`src/rtl/bwd_pkg.sv`:
```
package bwd_pkg;
  typedef enum logic [1:0] {
    TGT_NONE     = 2'd0,
    TGT_MEM      = 2'd1,
    TGT_PERIPH   = 2'd2,
    TGT_UNMAPPED = 2'd3
  } target_e;
endpackage

```
`src/rtl/bwd_classify.sv`:
```
module bwd_classify
  import bwd_pkg::*;
#(
  parameter int ADDR_W = 16
) (
  input  logic              hold_off,
  input  logic              acc_valid,
  input  logic              acc_prog,
  input  logic              acc_write,
  input  logic [ADDR_W-1:0] acc_addr,
  input  logic              periph_map,
  input  logic [ADDR_W:0]   prog_limit,
  output target_e           tgt,
  output logic              wr_ok
);
  logic below_limit;

  assign below_limit = {1'b0, acc_addr} < prog_limit;

  always_comb begin
    tgt   = TGT_NONE;
    wr_ok = 1'b0;
    if (!hold_off && acc_valid) begin
      if (acc_prog) begin
        if (acc_write)        tgt = TGT_NONE;
        else if (below_limit) tgt = TGT_MEM;
        else                  tgt = TGT_UNMAPPED;
      end else begin
        tgt   = periph_map ? TGT_PERIPH : TGT_MEM;
        wr_ok = acc_write;
      end
    end
  end
endmodule

```
`src/rtl/bwd_bank_decode.sv`:
```
module bwd_bank_decode #(
  parameter int NUM_CE = 4,
  localparam int SEL_W = $clog2(NUM_CE)
) (
  input  logic             active,
  input  logic             big_part,
  input  logic [SEL_W-1:0] bank,
  output logic [NUM_CE-1:0] ce_n
);
  for (genvar g = 0; g < NUM_CE; g++) begin : g_pin
    logic small_sel;
    logic big_val;
    assign small_sel = active && (bank == SEL_W'(g));
    if (g == 0) begin : g_main
      assign big_val = !active;
    end else if (g == 1) begin : g_hi_bit
      assign big_val = active ? bank[SEL_W-1] : 1'b1;
    end else if (g == 2) begin : g_lo_bit
      assign big_val = active ? bank[SEL_W-2] : 1'b1;
    end else begin : g_spare
      assign big_val = 1'b1;
    end
    assign ce_n[g] = big_part ? big_val : !small_sel;
  end
endmodule

```
`src/rtl/bwd_periph_decode.sv`:
```
module bwd_periph_decode #(
  parameter int NUM_PE = 4,
  localparam int PSEL_W = $clog2(NUM_PE)
) (
  input  logic              active,
  input  logic [PSEL_W-1:0] window,
  output logic [NUM_PE-1:0] pe_n
);
  for (genvar g = 0; g < NUM_PE; g++) begin : g_win
    assign pe_n[g] = !(active && (window == PSEL_W'(g)));
  end
endmodule

```
`src/rtl/bwbus_decoder.sv`:
```
module bwbus_decoder
  import bwd_pkg::*;
#(
  parameter int ADDR_W = 16,
  parameter int NUM_CE = 4,
  parameter int NUM_PE = 4,
  localparam int SEL_W  = $clog2(NUM_CE),
  localparam int PSEL_W = $clog2(NUM_PE)
) (
  input  logic              clk,
  input  logic              rst,
  input  logic              core_rst,
  input  logic              acc_valid,
  input  logic              acc_prog,
  input  logic              acc_write,
  input  logic [ADDR_W-1:0] acc_addr,
  input  logic              big_part,
  input  logic              periph_map,
  input  logic [ADDR_W:0]   prog_limit,
  output logic [NUM_CE-1:0] mem_ce_n,
  output logic [NUM_PE-1:0] periph_en_n,
  output logic              mem_we_n,
  output logic              not_mapped
);
  target_e          tgt;
  logic             wr_ok;
  logic [ADDR_W:0]  lin_addr;
  logic [NUM_CE-1:0] ce_n_d;
  logic [NUM_PE-1:0] pe_n_d;

  // program space low half, data space high half of a linear space
  assign lin_addr = {!acc_prog, acc_addr};

  bwd_classify #(.ADDR_W(ADDR_W)) cls_i (
    .hold_off  (core_rst),
    .acc_valid (acc_valid),
    .acc_prog  (acc_prog),
    .acc_write (acc_write),
    .acc_addr  (acc_addr),
    .periph_map(periph_map),
    .prog_limit(prog_limit),
    .tgt       (tgt),
    .wr_ok     (wr_ok)
  );

  bwd_bank_decode #(.NUM_CE(NUM_CE)) bank_i (
    .active  (tgt == TGT_MEM),
    .big_part(big_part),
    .bank    (lin_addr[ADDR_W -: SEL_W]),
    .ce_n    (ce_n_d)
  );

  bwd_periph_decode #(.NUM_PE(NUM_PE)) per_i (
    .active(tgt == TGT_PERIPH),
    .window(acc_addr[ADDR_W-1 -: PSEL_W]),
    .pe_n  (pe_n_d)
  );

  always_ff @(posedge clk) begin
    if (rst) begin
      mem_ce_n    <= '1;
      periph_en_n <= '1;
      mem_we_n    <= 1'b1;
      not_mapped  <= 1'b0;
    end else begin
      mem_ce_n    <= ce_n_d;
      periph_en_n <= pe_n_d;
      mem_we_n    <= !wr_ok;
      not_mapped  <= (tgt == TGT_UNMAPPED);
    end
  end
endmodule

```
`config.mk`:
```
export PLATFORM = sky130hd
export DESIGN_NAME = bwbus_decoder
export DESIGN_NICKNAME = d
export VERILOG_FILES = /design/src/rtl/bwd_pkg.sv /design/src/rtl/bwd_classify.sv /design/src/rtl/bwd_bank_decode.sv /design/src/rtl/bwd_periph_decode.sv /design/src/rtl/bwbus_decoder.sv
export SDC_FILE = /design/constraint.sdc
export NUM_CORES = 1
export LEC_CHECK = 0
export BUFFER_PORTS_ARGS = -buffer_cell sky130_fd_sc_hd__buf_2
export CAP_MARGIN = 0
export CORE_UTILIZATION = 25
export CTS_CLUSTER_DIAMETER = 60
export DETAILED_ROUTE_END_ITERATION = 7
export HOLD_SLACK_MARGIN = 0.12
export PLACE_DENSITY = 0.58
export SYNTH_ARGS = -nofsm -noshare
export SYNTH_HDL_FRONTEND = slang
export SYNTH_SLANG_ARGS = --single-unit
```
`constraint.sdc`:
```
create_clock -name clk -period 3.7 [get_ports clk]
set_input_delay 0 -clock clk [delete_from_list [all_inputs] [get_ports clk]]
set_output_delay 0 -clock clk [all_outputs]
set_load 0.02 [all_outputs]
```
==> impl_metrics.env, run 1 <==
export IMPL_leakagePower_nw=0.6240
export IMPL_synth_area_top_cells="dfxtp_1 28%, ha_1 27%, inv_1 11%"
export IMPL_drt_wirelength_per_cell_um=9.519
export IMPL_cp_required_ns=3.84
export IMPL_cp_num_cells=8
export IMPL_maxSlewViolCount=0
export IMPL_synth_fp_nets=146
export IMPL_cts_made_buffers=3
export IMPL_routedLengthMet1_um=681
export IMPL_intPower_w=0.0001854
export IMPL_critPathSlowestCell="dlygate4sd3_1"
export IMPL_yosysWarnings=0
export IMPL_diodes=0
export IMPL_switching_share_pct=27.01
export IMPL_setup_worst_path_end="mem_ce_n[1]"
export IMPL_fmax_mhz=475.5
export IMPL_worst_setup_path_end_kind="register"
export IMPL_antenna_found_initial=0
export IMPL_cts_resized=0
export IMPL_relSlewSlack_pct=74.99
export IMPL_report_final_hold_viol_count=0
export IMPL_final_common_cell="buf_2"
export IMPL_wl_met3_um=159
export IMPL_mostFrequentLayoutCells="50 x buf_2, 20 x inv_1, 15 x ha_1"
export IMPL_syn_area_sq_um=704.4
export IMPL_rows=18
export IMPL_die_w_um=55.08
export IMPL_portBuffers=50
export IMPL_drc=0
export IMPL_critPathArrivalTime_ns=2.24
export IMPL_cp_start_kind="input port"
export IMPL_htreeDepth=1
export IMPL_grt_max_degree=7
export IMPL_vias_per_cell=4.470
export IMPL_period_share_pct=56.84
export IMPL_gr_total_overflow=0
export IMPL_root_buffer="clkbuf_4"
export IMPL_coreArea_sq_um=2567
export IMPL_vias=818
export IMPL_dp_cells=170
export IMPL_finish_net_count=211
export IMPL_cts_sinks=10
export IMPL_final_cells=183
export IMPL_netlist_area_leader_share_pct=28.42
export IMPL_die_h_um=55.08
export IMPL_crit_path_max_incr_delay_ns=0.53
export IMPL_dieArea_sq_um=3034
export IMPL_p_clk_share_pct=28.4
export IMPL_syn_to_final_growth_pct=58.26
export IMPL_wl_um=1742
export IMPL_fin_crit_ns=2.103
export IMPL_ys_ff_latch=10
export IMPL_crit_buf_inv=2
export IMPL_hold_path_depth=3
export IMPL_rsz0062_at_grt="no"
export IMPL_path_clk_slew_ns=0.06
export IMPL_worstPathMaxFanout=4
export IMPL_critical_path_top_delay_family="compound AO/OA/AOI/OAI gates"
export IMPL_drtIter0Drc=12
export IMPL_crit_type="in -> reg"
export IMPL_first_pass_iters=4
export IMPL_p_sw_w=0.00006862
export IMPL_cp_cell_sequence="dlygate4sd3_1 -> buf_2 -> ha_1 -> a21o_1 -> a21o_1 -> a222oi_1 -> nand2_1 -> or3_1"
export IMPL_worst_pin_slew_ns=0.3751
export IMPL_synth_avg_cell_area_sq_um=7.827
export IMPL_hold_class="in -> reg"
export IMPL_ios=51
export IMPL_cts_buffer_depth=2
export IMPL_grt_pass1_vias=749
export IMPL_p_comb_share_pct=28.7
export IMPL_start_util_pct=27.44
export IMPL_tns_ns=0
export IMPL_outcome="completed"
export IMPL_hpwl_um=1486
export IMPL_ys_types=19
export IMPL_track_usage_pct=12.70
export IMPL_drive_gt1_share_pct=34.64
export IMPL_setup_viol=0
export IMPL_cap_violations=0
export IMPL_grt_first_pass_wirelength_um=2739
export IMPL_yosysTopAreaCell="dfxtp_1"
export IMPL_top_layer="met4"
export IMPL_vdd_drop_max_mv=0.1532
export IMPL_ant_nets=0
export IMPL_whs_ns=0.1375
export IMPL_seq_area_frac_synth_pct=28.42
export IMPL_post_cts_buffers=0
export IMPL_critPathMostFrequentCell="a21o_1"
export IMPL_critPathLaunch="acc_addr[14]"
export IMPL_met2WireLength_um=874
export IMPL_p_per_area_nw_per_um2=227.9
export IMPL_seqPwrFrac_pct=42.9
export IMPL_cts_tree="done"
export IMPL_netlist_instances=90
export IMPL_gp_congestion=0.6977
==> cell families after synthesis <==
group	after synthesis	synth area share [%]
and+or+nand+nor	26	17.41
AOI/OAI and AO/OA	19	16.87
adders and majority gates	15	26.64
DFF	10	28.42
buffers and inverters	20	10.66
==> tightest hold or removal path, stage by stage <==
cell and delay [ns]:
buf_2 0.11, a21oi_1 0.14, a211o_1 0.12
==> power by group through the flow <==
| stage | sequential (W) | combinational [W] | clock, W |
|---|---|---|---|
| 3_5_place_dp | 0.000111 | 0.0000667 | 0 |
| 2_1_floorplan | 0.000113 | 0.0000327 | 0 |
| 5_1_grt | 0.000109 | 0.0000845 | 0.0000819 |
| 4_1_cts | 0.000109 | 0.0000736 | 0.0000758 |
| 3_3_place_gp | 0.000111 | 0.0000643 | 0 |
| 6_report | 0.000109 | 0.0000729 | 0.0000722 |
==> final cells by class <==
class                   instances  area [sq um]
multi-input cells              60         429.2
flip-flops and latches         10         200.2
repair buffers                 60         350.3
inverters                      20         75.07
fillers                       270          1453
clock buffers                   3         22.52
well taps                      30         37.54
==> state kept, by name, indices dropped and copies added, names as in the netlist <==
register and flops:
periph_en_n 4, mem_we_n 1, mem_ce_n 4, not_mapped 1
==> repair_timing <==
action | CTS | global route
endpoints found under the setup margin | 0 | 0
hold buffers | 10 | 0
hold endpoints to repair | 10 | 0
==> layer usage <==
layer | global-route usage, % | up-vias
met5 | 0 | -
met1 | 12.44 | 347
met4 | 5.000 | 0
li1 | - | 432
met3 | 3.005 | 3
met2 | 25.10 | 36
==> cell usage after synthesis (all sizes together) <==
| cell | number |
|---|---|
| a211o | 2 |
| nand3 | 2 |
| or3 | 1 |
| ha | 15 |
| a21o | 2 |
| a21boi | 1 |
| nor2 | 6 |
| dfxtp | 10 |
| inv | 20 |
| nand4b | 1 |
| nor3 | 1 |
| o311ai | 1 |
| nand4 | 3 |
| a222oi | 1 |
| nand2 | 10 |
| o21ai | 4 |
| and2 | 1 |
| a21oi | 8 |
| nor3b | 1 |
==> per-stage QoR <==
| stage | area [sq um] | setup slack [ns] | total power (W) | utilization [%] |
|---|---|---|---|---|
| after floorplan | 704.4 | 2.124 | 0.0001456 | - |
| after detailed placement | 992.2 | 1.867 | 0.0001781 | 38.65 |
| final | 1115 | 1.597 | 0.0002540 | 43.42 |
| after global placement | 992.2 | 1.939 | 0.0001757 | 38.65 |
| after CTS | 1115 | 1.595 | 0.0002583 | 43.42 |
| after global routing | 1115 | 1.451 | 0.0002754 | 43.42 |
==> worst min path at each step <==
stage                    from          end  slack [ns]
floorplan           acc_write     mem_we_n        0.06
global placement    acc_write     mem_we_n        0.19
detailed placement  acc_write     mem_we_n        0.19
CTS                  acc_prog  mem_ce_n[0]        0.12
global route         acc_prog  mem_ce_n[0]        0.17
finish               acc_prog  mem_ce_n[0]        0.14
Power figures use the tool's default switching activity.
==> inputs of run 2 (changes only) <==
Clock period 3.7 ns to 2 ns, I/O delays scaled along.
==> impl_metrics.env, run 2 (synthesis gave the netlist of run 1 again) <==
export IMPL_cts_tree="done"
export IMPL_path_clk_slew_ns=0.06
export IMPL_maxSlewViolCount=0
export IMPL_hold_class="in -> reg"
export IMPL_hpwl_um=1486
export IMPL_cts_buffer_depth=2
export IMPL_drive_gt1_share_pct=34.64
export IMPL_rows=18
export IMPL_vias_per_cell=4.492
export IMPL_die_w_um=55.08
export IMPL_ant_nets=0
export IMPL_relSlewSlack_pct=75.50
export IMPL_rsz0062_at_grt="no"
export IMPL_cp_start_kind="input port"
export IMPL_cts_made_buffers=3
export IMPL_setup_viol=0
export IMPL_mostFrequentLayoutCells="49 x buf_2, 20 x inv_1, 15 x ha_1"
export IMPL_track_usage_pct=12.99
export IMPL_worst_pin_slew_ns=0.3618
export IMPL_ios=51
export IMPL_grt_max_degree=7
export IMPL_final_cells=183
export IMPL_finish_net_count=211
export IMPL_tns_ns=0
export IMPL_cap_violations=0
export IMPL_hold_path_startpoint="acc_prog"
export IMPL_antenna_found_initial=0
export IMPL_diodes=0
export IMPL_largest_registers="mem_ce_n x4, periph_en_n x4"
export IMPL_critPathArrivalTime_ns=1.98
export IMPL_vdd_drop_max_mv=0.2832
export IMPL_grt_pass1_vias=746
export IMPL_leakagePower_nw=0.6334
export IMPL_p_per_area_nw_per_um2=421.5
export IMPL_drt_wirelength_per_cell_um=9.721
export IMPL_htreeDepth=1
export IMPL_grt_first_pass_wirelength_um=2780
export IMPL_start_util_pct=27.44
export IMPL_cp_required_ns=2.15
export IMPL_drc=0
export IMPL_fin_crit_ns=1.829
export IMPL_worst_setup_path_end_kind="register"
export IMPL_outcome="completed"
export IMPL_hold_path_depth=3
export IMPL_coreArea_sq_um=2567
export IMPL_portBuffers=50
export IMPL_wl_um=1779
export IMPL_final_common_cell="buf_2"
export IMPL_report_final_hold_viol_count=0
export IMPL_dp_cells=170
export IMPL_die_h_um=55.08
export IMPL_crit_type="in -> reg"
export IMPL_min_to="mem_ce_n[0]"
export IMPL_first_pass_iters=4
export IMPL_worstPathMaxFanout=5
export IMPL_drtIter0Drc=13
export IMPL_gp_congestion=0.6977
export IMPL_syn_to_final_growth_pct=58.97
export IMPL_vias=822
export IMPL_gr_total_overflow=0
export IMPL_dieArea_sq_um=3034
export IMPL_fmax_mhz=546.7
export IMPL_root_buffer="clkbuf_4"
export IMPL_cts_sinks=10
export IMPL_period_share_pct=91.45
-- run 2: routing by layer --
metal	share of wire [%]	track usage (%)	vias to the layer above
met4	1.5	5.000	0
met2	51	25.90	38
met5	0	0	-
met3	8.8	3.005	3
met1	39	12.60	349
li1	-	-	432
-- run 2: area by class of cell --
class | count | area (sq um)
inverters | 20 | 75.07
fillers | 272 | 1448
multi-input cells | 60 | 429.2
clock buffers | 3 | 22.52
flip-flops and latches | 10 | 200.2
well taps | 30 | 37.54
repair buffers | 60 | 355.3
-- run 2: worst max-delay path by stage --
| stage | from | endpoint |
|---|---|---|
| 2_1_floorplan | prog_limit[14] | mem_ce_n[1] |
| 3_3_place_gp | acc_addr[14] | mem_ce_n[1] |
| 3_5_place_dp | acc_addr[14] | mem_ce_n[1] |
| 4_1_cts | acc_addr[15] | mem_ce_n[1] |
| 5_1_grt | core_rst | periph_en_n[2] |
| 6_report | core_rst | periph_en_n[2] |
-- run 2: report_power, final --
| group | internal [W] | switching [W] | leakage (nW) |
|---|---|---|---|
| combinational | 0.0000742 | 0.0000628 | 0.538 |
| clock | 0.0000693 | 0.0000642 | 0.0138 |
| sequential | 0.000201 | 0.000000386 | 0.0811 |
| total | 0.000345 | 0.000127 | 0.633 |
-- run 2: repair_timing --
item,4_1_cts,5_1_grt
endpoints found under the hold margin,10,0
setup endpoints to repair,0,3
hold buffers,10,0
gates resized for setup,0,1
setup buffers,0,1
-- run 2: worst max-delay path, cell delays in order --
cell and delay, ns:
dlygate4sd3_1 0.54, buf_2 0.12, nor3b_1 0.24, and2_1 0.26
nand2_1 0.07, nor2_1 0.15, nand2_1 0.06, dlygate4sd3_1 0.55
-- run 2: per-stage QoR --
stage	area [sq um]	power [W]	util (%)	hold slack [ns]	setup WS [ns]
after global routing	1120	0.0005112	43.62	0.1655	0.02963
after detailed placement	992.2	0.0003294	38.65	0.1945	0.1669
after CTS	1115	0.0004779	43.42	0.1210	0.008140
after global placement	992.2	0.0003251	38.65	0.1855	0.2388
after floorplan	704.4	0.0002693	-	0.06194	0.4244
final	1120	0.0004721	43.62	0.1362	0.1710
==> inputs of run 3 (changes only) <==
Settings changed: ABC_AREA set to 1, PLACE_DENSITY 0.58 to 0.54.
==> impl_metrics.env, run 3 <==
export IMPL_portBuffers=50
export IMPL_gr_total_overflow=0
export IMPL_cap_violations=0
export IMPL_leakagePower_nw=0.7704
export IMPL_drc=0
export IMPL_preCtsSetupSlack_ns=0.6942
export IMPL_die_w_um=62.40
export IMPL_root_buffer="clkbuf_4"
export IMPL_intPower_w=0.0003540
export IMPL_p_clk_share_pct=24.4
export IMPL_tns_ns=0
export IMPL_p_comb_share_pct=35.6
export IMPL_worst_setup_path_end_kind="register"
export IMPL_finish_net_count=251
export IMPL_synthArstFlopShare_pct=0
export IMPL_worst_pin_slew_ns=0.1712
export IMPL_period_share_pct=81.14
export IMPL_synth_avg_cell_area_sq_um=6.963
export IMPL_gp_congestion=0.7273
export IMPL_rows=21
export IMPL_rsz0062_at_grt="no"
export IMPL_first_pass_iters=4
export IMPL_dieArea_sq_um=3894
export IMPL_fin_crit_ns=1.623
export IMPL_multi_input_area_sq_um=579.3
export IMPL_critPathArrivalTime_ns=1.76
export IMPL_report_final_hold_viol_count=0
export IMPL_dp_cells=227
export IMPL_ios=51
export IMPL_drt_wirelength_per_cell_um=8.741
export IMPL_cts_buffer_depth=2
export IMPL_seqPwrFrac_pct=40.0
export IMPL_p_per_area_nw_per_um2=378.4
export IMPL_vias=967
export IMPL_synth_ff_type="dfxtp_1"
export IMPL_cts_made_buffers=3
export IMPL_post_cts_buffers=0
export IMPL_yosysWarnings=0
export IMPL_outcome="completed"
export IMPL_final_cells=239
export IMPL_vias_per_cell=4.046
export IMPL_crit_path_max_incr_delay_ns=0.53
export IMPL_seq_area_frac_synth_pct=21.95
export IMPL_relSlewSlack_pct=88.57
export IMPL_vdd_drop_max_mv=0.1674
export IMPL_hold_class="in -> reg"
export IMPL_final_common_cell="buf_2"
export IMPL_seqCellArea_sq_um=200.2
export IMPL_crit_type="in -> reg"
export IMPL_drive_gt1_share_pct=37.82
export IMPL_netlist_instances=131
export IMPL_cp_required_ns=2.13
export IMPL_netlist_area_leader_share_pct=21.95
export IMPL_track_usage_pct=11.42
export IMPL_cp_start_kind="input port"
export IMPL_critPathMostFrequentCell="nand2_1"
export IMPL_hpwl_um=1678
export IMPL_grt_max_degree=8
export IMPL_maxSlewViolCount=0
export IMPL_fmax_mhz=616.2
export IMPL_crit_buf_inv=3
export IMPL_cts_tree="done"
export IMPL_fill_cells=364
export IMPL_setup_viol=0
export IMPL_path_clk_slew_ns=0.05
export IMPL_htreeDepth=1
export IMPL_final_util_pct=39.01
export IMPL_critPathSlowestCell="dlygate4sd3_1"
export IMPL_syn_area_sq_um=912.1
export IMPL_synth_area_top_cells="dfxtp_1 22%, ha_1 21%, inv_1 12%"
export IMPL_start_util_pct=26.70
export IMPL_grt_first_pass_wirelength_um=3601
export IMPL_ys_ff_latch=10
export IMPL_die_h_um=62.40
export IMPL_cp_cell_sequence="dlygate4sd3_1 -> buf_2 -> ha_1 -> nand2_1 -> nand2_1 -> a21boi_2 -> nand2_1 -> nor2_1 -> nand2_1 -> nand2_2 -> nand2_4 -> inv_2 -> nand3_2"
export IMPL_worstPathMaxFanout=6
export IMPL_ant_nets=0
export IMPL_p_sw_w=0.0001502
export IMPL_ys_types=22
export IMPL_synth_edff_count=0
export IMPL_largest_registers="mem_ce_n x4, periph_en_n x4"
export IMPL_yosysTopAreaCell="dfxtp_1"
export IMPL_cts_sinks=10
export IMPL_wl_um=2089
export IMPL_mostFrequentLayoutCells="50 x buf_2, 30 x inv_1, 30 x nand2_1"
export IMPL_drtIter0Drc=22
export IMPL_synth_common_cells="30 x inv_1, 30 x nand2_1, 15 x ha_1, 12 x nor2_1, 10 x dfxtp_1"
export IMPL_coreArea_sq_um=3416
export IMPL_grt_pass1_vias=873
export IMPL_antenna_found_initial=0
export IMPL_critical_path_top_delay_family="buffers and inverters"
export IMPL_switching_share_pct=29.79
export IMPL_diodes=0
export IMPL_synth_fp_nets=187
export IMPL_syn_to_final_growth_pct=46.09
export IMPL_fin_ws_ns=0.3772
## run 3: cell families after synthesis
logic type      count (synthesis)  synth area share [%]
flops                          10                 21.95
simple gates                   62                 35.80
fa+ha+maj                      15                 20.58
buf+inv                        35                 14.54
compound gates                  9                 7.133
## run 3: final timing paths
check          from             end  slack (ns)  cells past startpoint
max    acc_addr[14]     mem_ce_n[3]        0.38                     13
min      periph_map  periph_en_n[3]        0.13                      4
## run 3: layer usage
metal / share of wire, % / up-vias / global-route usage, % / routed length, um
li1: - / 530 / - / -
met1: 47 / 397 / 14.78 / 977
met2: 46 / 34 / 18.48 / 955
met3: 5.6 / 6 / 2.372 / 116
met4: 1.9 / 0 / 4.360 / 40
met5: 0 / - / 0 / 0
## run 3: power groups by stage
stage                     Sequential (W)  Clock [W]  Combinational, W
final                           0.000202   0.000123          0.000180
after global routing            0.000202   0.000138          0.000206
after CTS                       0.000202   0.000127          0.000180
after detailed placement        0.000206          0          0.000167
after global placement          0.000206          0          0.000168
after floorplan                 0.000209          0         0.0000995
## run 3: what timing repair did
item / 4_1_cts / 5_1_grt
resized for setup: 0 / 0
hold buffers: 9 / 0
hold endpoints to repair: 10 / 0
## run 3: cell type report
| class | count | share of cell area [%] |
|---|---|---|
| clock buffer | 3 | 1.690 |
| inverter | 35 | 9.953 |
| multi-input combinational | 86 | 43.47 |
| sequential | 10 | 15.02 |
| tap | 46 | 4.319 |
| timing repair buffer | 59 | 25.54 |
## run 3: stage by stage
stage	power [W]	hold WS, ns	cell area, sq um
after CTS	0.0005094	0.1283	1333
after detailed placement	0.0003730	0.2204	1220
after floorplan	0.0003084	0.09368	912.1
final	0.0005043	0.1320	1333
after global routing	0.0005466	0.1449	1333
after global placement	0.0003744	0.2246	1220
